[config.mk]
export PLATFORM = sky130hd
export DESIGN_NAME = col_burst_seq
export DESIGN_NICKNAME = d
export VERILOG_FILES = /design/src/rtl/col_burst_pkg.sv /design/src/rtl/col_burst_ctrl.sv /design/src/rtl/col_burst_dpath.sv /design/src/rtl/col_burst_seq.sv
export SDC_FILE = /design/constraint.sdc
export NUM_CORES = 1
export LEC_CHECK = 0
export ABC_CLOCK_PERIOD_IN_PS = 2220
export CORE_MARGIN = 3
export CORE_UTILIZATION = 54
export CTS_CLUSTER_SIZE = 8
export DETAILED_ROUTE_END_ITERATION = 8
export PLACE_DENSITY = 0.76
export SLEW_MARGIN = 0
export SYNTH_ARGS = -nofsm -noshare
export SYNTH_HDL_FRONTEND = slang
export SYNTH_HIERARCHICAL = 1
export SYNTH_SLANG_ARGS = --single-unit
[constraint.sdc]
create_clock -name clk -period 2.22 [get_ports clk]
set_clock_uncertainty 0.05 [all_clocks]
set_input_delay 0.555 -clock clk [delete_from_list [all_inputs] [get_ports clk]]
set_output_delay 0.555 -clock clk [all_outputs]
set_load 0.02 [all_outputs]
[src/rtl/col_burst_pkg.sv]
package col_burst_pkg;

  localparam int COL_W = 11;

  typedef struct packed {
    logic             load;
    logic             wr;
    logic             bl8;
    logic             ilv;
    logic [COL_W-1:0] startCol;
  } burst_strobe_t;

  // Column of beat number 'beat' inside the aligned segment of 'start'.
  function automatic logic [COL_W-1:0] beatCol(input logic [COL_W-1:0] start,
                                               input logic bl8,
                                               input logic ilv,
                                               input logic [2:0] beat);
    logic [2:0] lowMask;
    logic [2:0] low;
    lowMask = bl8 ? 3'b111 : 3'b011;
    low     = ilv ? (start[2:0] ^ beat) : (start[2:0] + beat);
    beatCol = (start & ~{{(COL_W-3){1'b0}}, lowMask}) |
              {{(COL_W-3){1'b0}}, (low & lowMask)};
  endfunction

endpackage

[src/rtl/col_burst_ctrl.sv]
module col_burst_ctrl
  import col_burst_pkg::*;
#(
  parameter int CL_W    = 3,
  parameter int AL_W    = 3,
  parameter int GAP_BL4 = 2,
  parameter int GAP_BL8 = 4
) (
  input  logic                clk,
  input  logic                rst_n,
  input  logic                csN,
  input  logic                rasN,
  input  logic                casN,
  input  logic                weN,
  input  logic [11:0]         colAddr,
  input  logic                burstLen8,
  input  logic                interleave,
  input  logic [CL_W-1:0]     casLat,
  input  logic [AL_W-1:0]     addLat,
  output burst_strobe_t       strobe,
  output logic                tccdViol
);

  localparam int DEPTH = (2**CL_W - 1) + (2**AL_W - 1);
  localparam int RL_W  = $clog2(DEPTH + 1);
  localparam int CNT_W = $clog2(GAP_BL8 + 1);
  localparam logic [CNT_W-1:0] CNT_SAT = CNT_W'(GAP_BL8);

  logic             cmdSeen, tooSoon, accept;
  logic [CNT_W-1:0] sinceCnt, needGap;
  logic [RL_W-1:0]  rl, slot;
  burst_strobe_t    newEntry;
  burst_strobe_t    pipe     [DEPTH];
  burst_strobe_t    shiftSrc [DEPTH];
  logic             unusedCa10;

  assign unusedCa10 = colAddr[10];

  // command decode and spacing
  assign cmdSeen = !csN && rasN && !casN;
  assign needGap = burstLen8 ? CNT_W'(GAP_BL8) : CNT_W'(GAP_BL4);
  assign tooSoon = sinceCnt < needGap;
  assign accept  = cmdSeen && !tooSoon;

  always_ff @(posedge clk or negedge rst_n) begin
    if (!rst_n) begin
      sinceCnt <= CNT_SAT;
      tccdViol <= 1'b0;
    end else begin
      tccdViol <= cmdSeen && tooSoon;
      if (accept)                sinceCnt <= CNT_W'(1);
      else if (sinceCnt != CNT_SAT) sinceCnt <= sinceCnt + CNT_W'(1);
    end
  end

  // latency delay line: entry enters at slot RL-1, reaches slot 0 after RL-1 edges
  assign rl   = RL_W'(casLat) + RL_W'(addLat);
  assign slot = (rl == '0) ? '0 : rl - RL_W'(1);

  always_comb begin
    newEntry          = '0;
    newEntry.load     = 1'b1;
    newEntry.wr       = !weN;
    newEntry.bl8      = burstLen8;
    newEntry.ilv      = interleave;
    newEntry.startCol = {colAddr[11], colAddr[9:0]};
  end

  for (genvar i = 0; i < DEPTH; i++) begin : g_slot
    if (i == DEPTH - 1) begin : g_tail
      assign shiftSrc[i] = '0;
    end else begin : g_body
      assign shiftSrc[i] = pipe[i+1];
    end

    always_ff @(posedge clk or negedge rst_n) begin
      if (!rst_n)                             pipe[i] <= '0;
      else if (accept && slot == RL_W'(i))    pipe[i] <= newEntry;
      else                                    pipe[i] <= shiftSrc[i];
    end
  end

  assign strobe = pipe[0];

  // an ignored command never restarts the spacing count
  a_r7_ignored_keeps_count: assert property (@(posedge clk) disable iff (!rst_n)
    tccdViol |-> (sinceCnt != CNT_W'(1)));

endmodule

[src/rtl/col_burst_dpath.sv]
module col_burst_dpath
  import col_burst_pkg::*;
(
  input  logic             clk,
  input  logic             rst_n,
  input  burst_strobe_t    strobe,
  output logic [COL_W-1:0] beatAddrA,
  output logic [COL_W-1:0] beatAddrB,
  output logic             dataValid,
  output logic             isWrite
);

  localparam int LANES = 2;

  logic             active, wrR, bl8R, ilvR;
  logic [COL_W-1:0] startR;
  logic [1:0]       pairIdx, lastPair;
  logic [COL_W-1:0] laneAddr [LANES];

  assign lastPair = bl8R ? 2'd3 : 2'd1;

  always_ff @(posedge clk or negedge rst_n) begin
    if (!rst_n) begin
      active  <= 1'b0;
      wrR     <= 1'b0;
      bl8R    <= 1'b0;
      ilvR    <= 1'b0;
      startR  <= '0;
      pairIdx <= '0;
    end else if (strobe.load) begin
      active  <= 1'b1;
      wrR     <= strobe.wr;
      bl8R    <= strobe.bl8;
      ilvR    <= strobe.ilv;
      startR  <= strobe.startCol;
      pairIdx <= '0;
    end else if (active) begin
      if (pairIdx == lastPair) active <= 1'b0;
      else                     pairIdx <= pairIdx + 2'd1;
    end
  end

  for (genvar g = 0; g < LANES; g++) begin : g_lane
    logic [2:0] beatNum;
    assign beatNum     = {pairIdx, (g == 1) ? 1'b1 : 1'b0};
    assign laneAddr[g] = active ? beatCol(startR, bl8R, ilvR, beatNum) : '0;
  end

  assign beatAddrA = laneAddr[0];
  assign beatAddrB = laneAddr[1];
  assign dataValid = active;
  assign isWrite   = active && wrR;

  // a strobe from the control starts a burst at its first pair
  a_r5_load_starts: assert property (@(posedge clk) disable iff (!rst_n)
    strobe.load |=> (dataValid && pairIdx == 2'd0));

  // a burst stops after its last pair when nothing new arrives
  a_r5_burst_ends: assert property (@(posedge clk) disable iff (!rst_n)
    (dataValid && pairIdx == lastPair && !strobe.load) |=> !dataValid);

  // both beats of a data clock lie in the same eight-column block
  a_r3_same_segment: assert property (@(posedge clk) disable iff (!rst_n)
    dataValid |-> (beatAddrA[COL_W-1:3] == beatAddrB[COL_W-1:3]));

  // the two beats of one clock never repeat a column
  a_r4_beats_distinct: assert property (@(posedge clk) disable iff (!rst_n)
    dataValid |-> (beatAddrA != beatAddrB));

endmodule

[src/rtl/col_burst_seq.sv]
module col_burst_seq #(
  parameter int CL_W    = 3,
  parameter int AL_W    = 3,
  parameter int GAP_BL4 = 2,
  parameter int GAP_BL8 = 4
) (
  input  logic            clk,
  input  logic            rst_n,
  input  logic            csN,
  input  logic            rasN,
  input  logic            casN,
  input  logic            weN,
  input  logic [11:0]     colAddr,
  input  logic            burstLen8,
  input  logic            interleave,
  input  logic [CL_W-1:0] casLat,
  input  logic [AL_W-1:0] addLat,
  output logic [10:0]     beatAddrA,
  output logic [10:0]     beatAddrB,
  output logic            dataValid,
  output logic            isWrite,
  output logic            tccdViol
);

  col_burst_pkg::burst_strobe_t strobe;

  col_burst_ctrl #(
    .CL_W(CL_W), .AL_W(AL_W), .GAP_BL4(GAP_BL4), .GAP_BL8(GAP_BL8)
  ) ctrl_i (
    .clk(clk), .rst_n(rst_n),
    .csN(csN), .rasN(rasN), .casN(casN), .weN(weN),
    .colAddr(colAddr), .burstLen8(burstLen8), .interleave(interleave),
    .casLat(casLat), .addLat(addLat),
    .strobe(strobe), .tccdViol(tccdViol)
  );

  col_burst_dpath dpath_i (
    .clk(clk), .rst_n(rst_n), .strobe(strobe),
    .beatAddrA(beatAddrA), .beatAddrB(beatAddrB),
    .dataValid(dataValid), .isWrite(isWrite)
  );

endmodule

=== Word-level counts from Yosys, hierarchy flattened ===
Cells that the tools add are included.

* Bits of input ports: 26
* Word-level logic and storage cells: 167
* Flip-flop bits (word level): 231

* Multiplexer cells: 30
* Bitwise operators: 8
* Reduce and logical (&&, ||, !) cells: 28
* Order comparisons: 1
* Equal/unequal tests: 16
* Add/subtract/negate cells: 6

{| class="wikitable"
|+ Operators with widths
! kind !! number
|-
| two-way mux 15 bit || 14
|-
| equality test 4 bit, second input constant || 6
|-
| two-way mux 11 bit || 2
|-
| bitwise OR 11 x 3 -> 11 bit || 2
|-
| logical AND 1 bit || 19
|-
| two-way mux 3 bit || 6
|-
| equality test 4 x 3 -> 1 bit, second input constant || 4
|-
| bitwise AND 11 bit || 1
|-
| NOT 3 -> 11 bit || 1
|-
| equality test 4 x 2 -> 1 bit, second input constant || 2
|-
| logical NOT 4 bit || 2
|-
| two-way mux 2 bit || 4
|-
| adder 3 bit || 2
|-
| bitwise AND 3 bit || 2
|-
| bitwise XOR 3 bit || 2
|-
| adder 3 x 3 -> 4 bit || 1
|-
| equality test 4 x 1 -> 1 bit, second input constant || 1
|-
| logical NOT 1 bit || 4
|-
| two-way mux 4 bit || 1
|-
| nonzero test 2 bit || 2
|-
| subtractor 4 x 1 -> 4 bit, second input constant || 1
|-
| adder 3 x 1 -> 3 bit, second input constant || 1
|-
| < comparator 3 bit || 1
|-
| two-way mux 1 bit || 3
|-
| other kinds (5) || 5
|}

=== Depth between registers and ports, before layout ===
Gate-level depths: netlist (run 1).

* Depth in word-level cells: 6
* Gate-level depth with buffers: 11
* Depth with buffers taken out: 9

=== By module ===
The synthesis (run 1) kept the hierarchy.

{| class="wikitable"
|+ Modules (own cells, without submodules)
! module !! instances !! cells an instance !! area each (sq um)
|-
| col_burst_ctrl || 1 || 563 || 8837.2
|-
| col_burst_dpath || 1 || 85 || 943.4
|}

=== Worst setup path before layout (run 1) ===
OpenSTA, ideal clock, no wires.

* Kind: input-to-reg
* From: input port casLat[0]
* To: register ctrl_i/pipe[76] (netlist bit)
* Arrival: 3471 ps
* Buffers on the path: 2
* Stages: 11
* Library setup time: 125 ps
* Data required time: 2045 ps
* Path slack: -1427 ps
* Cells stage by stage: ha_1 > fa_1 > inv_1 > ha_1 > or4_1 > a2111oi_4 > nor3_4 > nor2b_1 > buf_6 > buf_8 > mux2_4

* Word-level cells in the longest chain between the ends: 6
* Elaborated cells between the ends (all ways): 7
* Those cells by class: 2 x add/sub; 1 x eq/ne; 2 x mux; 2 x reduce/logical

{| class="wikitable"
|+ RTL lines
! what !! line !! text
|-
| from (decl) || col_burst_seq.sv:16 || <nowiki>input logic [CL_W-1:0] casLat,</nowiki>
|-
| adder 3 x 3 -> 4 bit * || col_burst_ctrl.sv:57 || <nowiki>assign rl = RL_W'(casLat) + RL_W'(addLat);</nowiki>
|-
| subtractor 4 x 1 -> 4 bit or logical NOT 4 bit (tied branches) || col_burst_ctrl.sv:58 || <nowiki>assign slot = (rl == '0) ? '0 : rl - RL_W'(1);</nowiki>
|-
| two-way mux 4 bit * || col_burst_ctrl.sv:58 ||
|-
| equality test 4 bit * || col_burst_ctrl.sv:78 || <nowiki>else if (accept && slot == RL_W'(i)) pipe[i] <= newEntry;</nowiki>
|-
| logical AND 1 bit * || col_burst_ctrl.sv:78 ||
|-
| two-way mux 15 bit * || col_burst_ctrl.sv:78 ||
|-
| to (signal, indexed assignment) || col_burst_ctrl.sv:78 ||
|-
| to (signal, indexed assignment) || col_burst_ctrl.sv:79 || <nowiki>else pipe[i] <= shiftSrc[i];</nowiki>
|-
| to (decl) || col_burst_ctrl.sv:33 || <nowiki>burst_strobe_t pipe [DEPTH];</nowiki>
|}

Mark *: on every way between the ends. The rest lies on a longest branch, timed or not.
A chain may end at the register's enable or synchronous reset.

=== Worst setup path in the final report (run 1) ===
* From: input port casLat[0]
* To: register ctrl_i/pipe[64] (netlist bit)

The elaborated chain is that of the path after synthesis.

==> run_results.csv, run 1 <==
group,metric,value,unit
placed_design,gp_congestion,0.874,
logic_synthesis,yosys.area_share.simple,5.67,%
timing,hold_viol,0,
finish,nNetsFinal,811,
pwr,p_sw,0.00259,W
timing,max_freq,346,MHz
pwr,p_per_area,845,nW/um^2
critical_path,cp-start-kind,"input pin",
timing,fin_tns_setup,-109.00,ns
pwr,pwr-share-comb,15.2,%
placed_design,hpwl,10700,um
logic_synthesis,syn_avg_cell_area,15.1,sq um
clock_network,clock_path_buffers,3,
placed_design,io_buffers,49,
die,core_area,17500,sq um
clock_network,path_clk_slew,0.05,ns
logic_synthesis,yosys.cell_types.count,53,
critical_path,reg2reg_from,"ctrl_i/sinceCnt[2]",
detailed_routing,routedWlPerCell,19.8,um
critical_path,required,2.52,ns
timing,worst_slack,-0.673,ns
global_route,grt.total_usage,21.2,%
die,rows,48,
logic_synthesis,synth.area.mux_share,23.6,%
critical_path,r2r_slack,-0.12,ns
finish,fin_util,72.6,%
logic_synthesis,yosysWarnings,6,
clock_network,cts_inserted_buffers,34,
hold_path,hp-class,"flop to flop",
die,die_w,141,um
finish,layout_common_cells,"dfrtp_1, mux2_4, mux2_2, buf_4, clkbuf_16",
global_route,grt_max_degree,66,
timing,rsz0062_at_grt,"yes",
pwr,vdd_drop_max,733,uV
finish,layout_commonest_cell,"dfrtp_1",
clock_network,cts.sink_count,231,
timing,min_period_over_period,130,%
logic_synthesis,synth-seq-cells,231,
timing,period_needed,2.89,ns
clock_network,cts_max_level,2,
critical_path,endpoint_kind,"flop",
detailed_routing,drc,0,
timing,tightest_slew,0.726,ns
pwr,p_int,0.00815,W
pwr,clkPwrFrac,41.4,%
logic_synthesis,yosysSeqAreaShare,59.1,%
logic_synthesis,synth_area,9780,sq um
detailed_routing,vias_per_cell,5.37,
critical_path,rr_worst_depth,9,
timing,finalSetupViolations,213,
detailed_routing,dr.pass1.iters,5,
outcome,violations,"negative setup slack",
detailed_routing,dr.first_iter.drc_count,308,
pwr,switching_share,24.1,%
die,dieArea,19800,sq um
pwr,p_leak,6.54,nW
global_route,grt-ovfl-total,0,
logic_synthesis,syn_inst,648,
timing,slew_viol_final,0,
finish,multiInputGateArea,4060,sq um
finish,drive_gt1_share,50.0,%
logic_synthesis,synth_nets,687,
clock_network,cts-root-buf,"clkbuf_16",
critical_path,cp-endpoint,"ctrl_i/pipe[64]",
hold_path,whs_path_depth,1,
finish,num_antenna_cells,0,
clock_network,clk_latency,0.48,ns
finish,seq_area,5780,sq um
critical_path,path_class,"input pin to flop",
critical_path,cp-startpoint,"casLat[0]",
die,fp.dieH,141,um
die,ioPinCount,51,
global_route,grt_antenna_before_repair,0,
global_route,grt_pass1_vias,6345,
logic_synthesis,synth_xor_area_share,0.512,%
finish,fill_cells,1052,
critical_path,r2r_end,"ctrl_i/strobe[1]",
finish,syn2layout_area_growth,30.1,%
logic_synthesis,synth_edf_count,0,
critical_path,worstPathArrival,3.20,ns
timing,relSlewSlack,51.4,%
clock_network,cts_tree,"yes",
logic_synthesis,synth_compound_area_share,3.79,%
logic_synthesis,synth_top_family_by_area,"multiplexers",
job,drv_cap,0,
logic_synthesis,synth_adder_area_share,1.82,%
detailed_routing,route.vias.total,5389,
logic_synthesis,ys.flop_type,"dfrtp_1",
pwr,p_seq_share,43.4,%
global_route,grt_pass1_wl,33300,um
critical_path,path_max_fanout,7,
outcome,status,"finished with violations",
detailed_routing,routed_wl,19900,um
detailed_routing,drtAntennaViolNets,0,
logic_synthesis,async_reset_ff_share,100,%
die,initial_utilization,55.8,%
[cell usage after synthesis (all sizes together), types with 4 or more instances]
library cell	count	area (sq um)
a21oi	4	23.8
and2	26	163
buf	42	395
clkbuf	16	60.1
dfrtp	230	5760
ha	11	138
inv	21	78.8
mux2	181	2140
mux2i	16	173
nand2	16	62.6
nand2b	15	93.8
nand3	4	25.0
nor2	10	45.0
nor2b	4	27.5
nor3	6	52.6
o21ai	16	170
[area by class of cell]
type / instances / share of cell area (%)
Multi-Input combinational cell: 340 / 31.9
Clock inverter: 1 / 0.0688
Clock buffer: 41 / 7.06
Tap cell: 225 / 2.21
Inverter: 21 / 0.678
Timing Repair Buffer: 144 / 12.6
Sequential cell: 231 / 45.4
[worst max-delay path, stage by stage]
cell       delay (ns)
buf_6            0.10
ha_4             0.15
fa_2             0.56
inv_4            0.06
ha_4             0.16
or4_4            0.49
a2111oi_4        0.30
nor3_4           0.09
buf_6            0.15
nor2_4           0.10
buf_6            0.17
mux2_4           0.31
[per-stage QoR]
| stage | area [sq um] | std cells | setup WS, ns | hold WS, ns | power, W |
|---|---|---|---|---|---|
| floorplan | 9910 | 648 | -1.12 | 0.209 | 0.00551 |
| global route | 12700 | 1003 | -0.706 | 0.407 | 0.0112 |
| finish | 12700 | 1003 | -0.673 | 0.379 | 0.0107 |
| global placement | 10900 | 927 | -1.50 | 0.360 | 0.00594 |
| detailed placement | 10900 | 927 | -1.60 | 0.366 | 0.00604 |
| CTS | 12600 | 1000 | -0.841 | 0.381 | 0.0108 |
[registers in the layout, indices dropped and copies added (netlist names)]
register	cells
ctrl_i/pipe	195
dpath_i/dataValid	1
ctrl_i/tccdViol	1
dpath_i/wrR	1
dpath_i/pairIdx	2
ctrl_i/strobe	15
dpath_i/ilvR	1
dpath_i/bl8R	1
dpath_i/startR	11
ctrl_i/sinceCnt	3
[worst min-delay path by stage]
stage	endpoint	start
after global placement	ctrl_i/pipe[104]	ctrl_i/pipe[89]
final	ctrl_i/pipe[164]	ctrl_i/pipe[149]
after detailed placement	ctrl_i/pipe[134]	ctrl_i/pipe[119]
after global routing	ctrl_i/pipe[29]	ctrl_i/pipe[14]
after CTS	ctrl_i/strobe[14]	ctrl_i/pipe[194]
after floorplan	ctrl_i/pipe[0]	rst_n
[power groups by stage]
stage,logic (W),registers (W),clock network [W]
2_1_floorplan,0.000838,0.00467,0
4_1_cts,0.00156,0.00467,0.00452
5_1_grt,0.00177,0.00469,0.00476
6_report,0.00164,0.00466,0.00445
3_5_place_dp,0.00132,0.00472,0
3_3_place_gp,0.00124,0.00470,0
[kinds of logic (layout without fill, tap and decap cells)]
logic type / count (synthesis) / after routing
DFF: 231 / 231
xor gates and xnor gates: 4 / 4
and+or+nand+nor: 91 / 91
muxes: 197 / 197
adders and majority gates: 13 / 13
buffers and inverters: 79 / 207
AOI/OAI and AO/OA: 33 / 35
[per-layer routing]
metal	vias up	GRT usage (%)	wire length, um
met2	119	39.2	11100
met3	35	3.46	671
li1	2430	-	-
met4	0	6.83	371
met5	-	0	0
met1	2805	25.2	7740
[repair_timing]
| item | 4_1_cts | 5_1_grt |
|---|---|---|
| gates resized for setup | 166 | 44 |
| setup buffers | 22 | 10 |
| hold buffers | 1 | 0 |
| pin swaps | 21 | 17 |
| hold endpoints to repair | 9 | 0 |
| gates cloned | 8 | 1 |
| setup endpoints to repair | 234 | 223 |
(Power assumes the default switching activity.)
==> run 2, diff against run 1 <==
--- a/config.mk
+++ b/config.mk
@@ -10,7 +10,7 @@
 export CORE_UTILIZATION = 54
 export CTS_CLUSTER_SIZE = 8
 export DETAILED_ROUTE_END_ITERATION = 8
-export PLACE_DENSITY = 0.76
+export PLACE_DENSITY = 0.82
 export SLEW_MARGIN = 0
 export SYNTH_ARGS = -nofsm -noshare
 export SYNTH_HDL_FRONTEND = slang
==> run 2 against run 1 <==
  * Fmax shrank 3.1%
  * Sequential power hardly changed
  * The run still ends with negative setup slack left
  * Non-clock buffer count down 3
  * Largest power group unchanged
  * Die area stayed put
  * Final cell count down 0.80%
  * Clock power increased by 2%
  * Clock-buffer cell count fell by 3
==> run_results.csv, run 2 (synthesis results as in run 1) <==
group,metric,value,unit
finish,layout_commonest_cell,"dfrtp_1",
placed_design,dp_slack,-1.54,ns
finish,fill_cells,1024,
die,ioPinCount,51,
timing,rsz0062_at_grt,"yes",
die,rows,48,
outcome,status,"finished with violations",
detailed_routing,dr.pass1.iters,4,
critical_path,cp-start-kind,"input pin",
clock_network,cts-root-buf,"clkbuf_16",
clock_network,cts_inserted_buffers,34,
global_route,grt.total_usage,20.1,%
finish,fin_cells,995,
detailed_routing,route.vias.total,5410,
critical_path,cpPeakStageDelay,0.57,ns
placed_design,gp_congestion,0.861,
job,drv_cap,0,
detailed_routing,routedWlPerCell,20.8,um
placed_design,io_buffers,49,
finish,num_antenna_cells,0,
pwr,vdd_drop_max,651,uV
critical_path,crit_path_top_delay_cell,"fa_2",
timing,relSlewSlack,51.0,%
clock_network,clk_latency,0.50,ns
timing,slew_viol_final,0,
finish,syn2layout_area_growth,29.8,%
clock_network,clock_path_buffers,3,
timing,timing.hold.ws,0.378,ns
critical_path,path_class,"input pin to flop",
detailed_routing,dr.max_layer_used,"met4",
timing,finalSetupViolations,214,
detailed_routing,drtAntennaViolNets,0,
hold_path,hp-class,"flop to flop",
detailed_routing,wl_met1,7670,um
outcome,violations,"negative setup slack",
timing,max_freq,335,MHz
critical_path,endpoint_kind,"flop",
detailed_routing,vias_per_cell,5.44,
critical_path,worstPathArrival,3.29,ns
global_route,grt_antenna_before_repair,0,
detailed_routing,dr.first_iter.drc_count,311,
pwr,p_leak,6.79,nW
critical_path,crit_chain,"buf_6 -> ha_4 -> fa_2 -> inv_2 -> ha_4 -> or4_4 -> a2111oi_4 -> nor3_4 -> buf_6 -> nor2_4 -> buf_8 -> mux2_4",
die,die_w,141,um
pwr,p_per_area,859,nW/um^2
finish,drive_gt1_share,50.0,%
finish,regMostFlops,"ctrl_i/pipe",
timing,period_needed,2.98,ns
placed_design,placed_cells,921,
timing,tightest_slew,0.734,ns
detailed_routing,routed_wl,20700,um
clock_network,cts_tree,"yes",
timing,hold_viol,0,
global_route,grt_max_degree,60,
die,fp.dieH,141,um
critical_path,required,2.53,ns
timing,min_period_over_period,134,%
critical_path,path_max_fanout,7,
finish,largest_register_ffs,195,
detailed_routing,drc,0,
global_route,grt_pass1_vias,6230,
die,dieArea,19800,sq um
clock_network,cts.sink_count,231,
pwr,design_power_total,0.0109,W
clock_network,path_clk_slew,0.05,ns
finish,layout_common_cells,"dfrtp_1, mux2_4, mux2_2, buf_4, clkbuf_16",
placed_design,hpwl,10800,um
die,initial_utilization,55.8,%
finish,nNetsFinal,807,
clock_network,cts_max_level,2,
die,core_area,17500,sq um
critical_path,r2r_slack,-0.16,ns
detailed_routing,wl_met3,737,um
timing,worst_slack,-0.765,ns
detailed_routing,wl_met2,11600,um
global_route,grt_pass1_wl,31600,um
global_route,grt-ovfl-total,0,
run 2: power by group:
part / total (W) / switching, W / leakage (nW) / internal [W]
logic: 0.00166 / 0.000789 / 3.13 / 0.000871
clock network: 0.00456 / 0.00167 / 0.457 / 0.00290
registers: 0.00469 / 0.000177 / 3.20 / 0.00451
run 2: what timing repair did:
item / in CTS / in global routing
endpoints found under the hold margin: 52 / 0
resized for setup: 75 / 118
hold buffers: 1 / 0
pin swaps: 17 / 15
gates cloned: 4 / 3
endpoints found under the setup margin: 234 / 234
buffers inserted: 19 / 14
run 2: path summary, 6_finish.rpt:
kind / startpoint / endpoint / depth (start not counted)
worst max-delay path: casLat[0] / ctrl_i/pipe[70] / 12
worst min-delay path: ctrl_i/pipe[14] / ctrl_i/pipe[29] / 1
worst max register to register: ctrl_i/sinceCnt[2] / ctrl_i/pipe[189] / 8
worst min register to register: ctrl_i/pipe[14] / ctrl_i/pipe[29] / 1
max in group asynchronous: rst_n / dpath_i/dataValid / 3
min in group asynchronous: rst_n / ctrl_i/pipe[12] / 2
run 2: critical path, delay by kind of cell:
family                   cells  cell delay (ns)
AO/OA/AOI/OAI                1             0.33
AND/OR/NAND/NOR              3             0.72
buffers and inverters        4             0.49
adder cells (fa/ha/maj)      3             0.90
multiplexers                 1             0.31
run 2: area by class of cell:
cell class                      instances  area [sq um]  area share (%)
Inverter                               21          81.3           0.641
Timing Repair Buffer                  141          1600            12.6
Clock buffer                           38           930            7.32
Sequential cell                       231          5780            45.5
Tap cell                              225           282            2.22
Multi-Input combinational cell        339          4020            31.7
run 2: per-layer routing:
layer	GRT usage [%]	up-vias
met1	23.0	2814
met4	9.03	0
met5	0	-
met3	3.60	53
met2	36.8	130
li1	-	2413
run 2: stage by stage:
step / setup TNS [ns] / cell area [sq um] / util [%]
after detailed placement: -292.18 / 10800 / 61.6
after floorplan: -181.34 / 9910 / -
final: -115.68 / 12700 / 72.4
after global routing: -126.75 / 12700 / 72.4
after global placement: -278.16 / 10800 / 61.6
after CTS: -112.06 / 12200 / 69.3
==> run 3, diff against run 2 <==
--- a/config.mk
+++ b/config.mk
@@ -8,9 +8,10 @@
 export ABC_CLOCK_PERIOD_IN_PS = 2220
 export CORE_MARGIN = 3
 export CORE_UTILIZATION = 54
-export CTS_CLUSTER_SIZE = 8
+export CTS_CLUSTER_SIZE = 20
 export DETAILED_ROUTE_END_ITERATION = 8
 export PLACE_DENSITY = 0.82
+export SETUP_SLACK_MARGIN = 0.02
 export SLEW_MARGIN = 0
 export SYNTH_ARGS = -nofsm -noshare
 export SYNTH_HDL_FRONTEND = slang
==> run 3 against run 2 <==
  * The run still ends with negative setup slack left
  * Critical path type unchanged
  * Critical path depth unchanged
  * Clock power decreased by 23%
  * Clock-buffer cell count shrank 6
  * Worst setup slack improved by 0.015 ns
  * Final cell count rose by 0.50%
  * Die area did not move
  * Global-route usage is 0.52 points lower
  * Register-to-register slack improved by 0.04 ns
  * Total power decreased by 10%
  * Hold slack is essentially flat
  * Via count down 0.68%
  * Combinational power decreased by 2%
==> run_results.csv, run 3 (synthesis results as in run 1) <==
group,metric,value,unit
critical_path,path_max_fanout,7,
critical_path,endpoint_kind,"flop",
die,dieArea,19800,sq um
global_route,top_usage_layer,"met2",
timing,slew_viol_final,0,
pwr,p_sw,0.00247,W
outcome,status,"finished with violations",
timing,min_period_over_period,134,%
global_route,grt_max_degree,60,
job,drv_cap,0,
clock_network,cts.sink_count,231,
finish,syn2layout_area_growth,25.7,%
clock_network,cts_max_level,1,
finish,layout_commonest_cell,"dfrtp_1",
die,core_area,17500,sq um
finish,regMostFlops,"ctrl_i/pipe",
critical_path,crit_chain,"buf_8 -> ha_4 -> fa_2 -> inv_2 -> ha_4 -> or4_4 -> a2111oi_4 -> nor3_4 -> buf_6 -> nor2_4 -> clkbuf_16 -> mux2_4",
die,initial_utilization,55.8,%
finish,num_antenna_cells,0,
clock_network,clock_path_buffers,3,
detailed_routing,vias_per_cell,5.37,
timing,tightest_slew,0.730,ns
clock_network,cts_inserted_buffers,23,
critical_path,cpPeakStageDelay,0.54,ns
critical_path,worstPathArrival,3.30,ns
finish,largest_register_ffs,195,
critical_path,critical-path-top-delay-family,"adder cells",
finish,drive_gt1_share,48.6,%
outcome,violations,"negative setup slack",
critical_path,required,2.55,ns
critical_path,path_class,"input pin to flop",
global_route,grt_use_met2,36.2,%
clock_network,path_clk_slew,0.06,ns
global_route,grt.total_usage,19.6,%
pwr,clkPwrFrac,36.0,%
global_route,met1_usage,23.1,%
pwr,p_seq_share,47.5,%
pwr,p_per_area,797,nW/um^2
timing,hold_viol,0,
finish,fin_cells,1000,
timing,finalSetupViolations,214,
clock_network,clk_latency,0.49,ns
pwr,vdd_drop_max,647,uV
critical_path,cp-start-kind,"input pin",
timing,period_needed,2.97,ns
clock_network,cts-root-buf,"clkbuf_16",
die,ioPinCount,51,
detailed_routing,routed_wl,19800,um
global_route,grt-ovfl-total,0,
placed_design,io_buffers,49,
clock_network,cts_tree,"yes",
global_route,grt_pass1_vias,6024,
timing,max_freq,337,MHz
detailed_routing,route.vias.total,5373,
detailed_routing,drtAntennaViolNets,0,
pwr,p_leak,6.53,nW
timing,rsz0062_at_grt,"yes",
detailed_routing,drc,0,
pwr,p_int,0.00733,W
pwr,switching_share,25.2,%
finish,stdcell_area,12300,sq um
detailed_routing,routedWlPerCell,19.8,um
placed_design,gp_congestion,0.861,
critical_path,crit_path_top_delay_cell,"fa_2",
placed_design,placed_cells,921,
detailed_routing,dr.first_iter.drc_count,271,
die,rows,48,
timing,worst_slack,-0.750,ns
global_route,grt_antenna_before_repair,0,
pwr,pwr-share-comb,16.5,%
placed_design,dpl_cell_area,10800,sq um
finish,layout_common_cells,"dfrtp_1, mux2_2, mux2_4, buf_4, clkbuf_16",
global_route,met3_usage,3.02,%
placed_design,hpwl,10800,um
timing,relSlewSlack,51.2,%
die,die_w,141,um
critical_path,cp.buffers_inverters,4,
global_route,grt_pass1_wl,31000,um
pwr,design_power_total,0.00980,W
detailed_routing,dr.pass1.iters,4,
critical_path,path_common_cell,"ha_4",
finish,nNetsFinal,799,
die,fp.dieH,141,um
timing,timing.hold.ws,0.378,ns
hold_path,hp-class,"flop to flop",
==> run 3: cell types whose count changed in the layout (fill, tap and decap cells not counted), moves of 5 or more <==
cell	previous run	this run
clkbuf_1	1	6
clkbuf_16	42	27
clkinv_2	0	7
mux2_1	0	8
mux2_2	74	108
mux2_4	107	65
==> run 3: repair_timing <==
action / CTS / global route
resized for setup: 79 / 72
setup buffers: 19 / 13
cloned: 6 / 2
pin swaps: 17 / 12
hold buffers: 1 / 0
hold endpoints to repair: 52 / 0
endpoints found under the setup margin: 234 / 234
==> run 3: final timing paths <==
path	from	endpoint	slack [ns]	cells after the start
max in group asynchronous	rst_n	dpath_i/dataValid	0.95	3
hold / removal	ctrl_i/pipe[179]	ctrl_i/pipe[194]	0.38	1
setup reg to reg	ctrl_i/sinceCnt[2]	ctrl_i/pipe[123]	-0.12	8
setup / recovery	addLat[0]	ctrl_i/pipe[61]	-0.75	12
min in group asynchronous	rst_n	ctrl_i/pipe[13]	0.53	2
hold reg to reg	ctrl_i/pipe[179]	ctrl_i/pipe[194]	0.38	1
==> run 3: power groups by stage <==
| stage | sequential (W) | combinational [W] | clock [W] |
|---|---|---|---|
| finish | 0.00465 | 0.00162 | 0.00353 |
| global route | 0.00468 | 0.00174 | 0.00376 |
| CTS | 0.00467 | 0.00141 | 0.00357 |
| detailed placement | 0.00474 | 0.00129 | 0 |
| global placement | 0.00471 | 0.00120 | 0 |
| floorplan | 0.00467 | 0.000838 | 0 |
==> run 3: cell type report <==
type	count	area, sq um
clock buffers	32	639
clock inverters	8	43.8
fillers	1071	5240
inverters	21	81.3
multi-input cells	340	3850
flip-flops and latches	231	5780
well taps	225	282
repair buffers	143	1620
==> run 3: through the flow <==
step,setup slack (ns),setup TNS (ns),util [%]
finish,-0.750,-117.58,70.1
global route,-0.792,-126.81,70.1
CTS,-0.778,-118.04,68.3
detailed placement,-1.54,-292.18,61.6
global placement,-1.49,-278.16,61.6
floorplan,-1.12,-181.34,-
==> run 3: per-layer routing <==
metal | vias up | wire, um | part of all wire (%)
li1 | 2413 | - | -
met1 | 2801 | 7590 | 38
met2 | 107 | 11000 | 56
met3 | 52 | 558 | 2.8
met4 | 0 | 641 | 3.2
met5 | - | 0 | 0
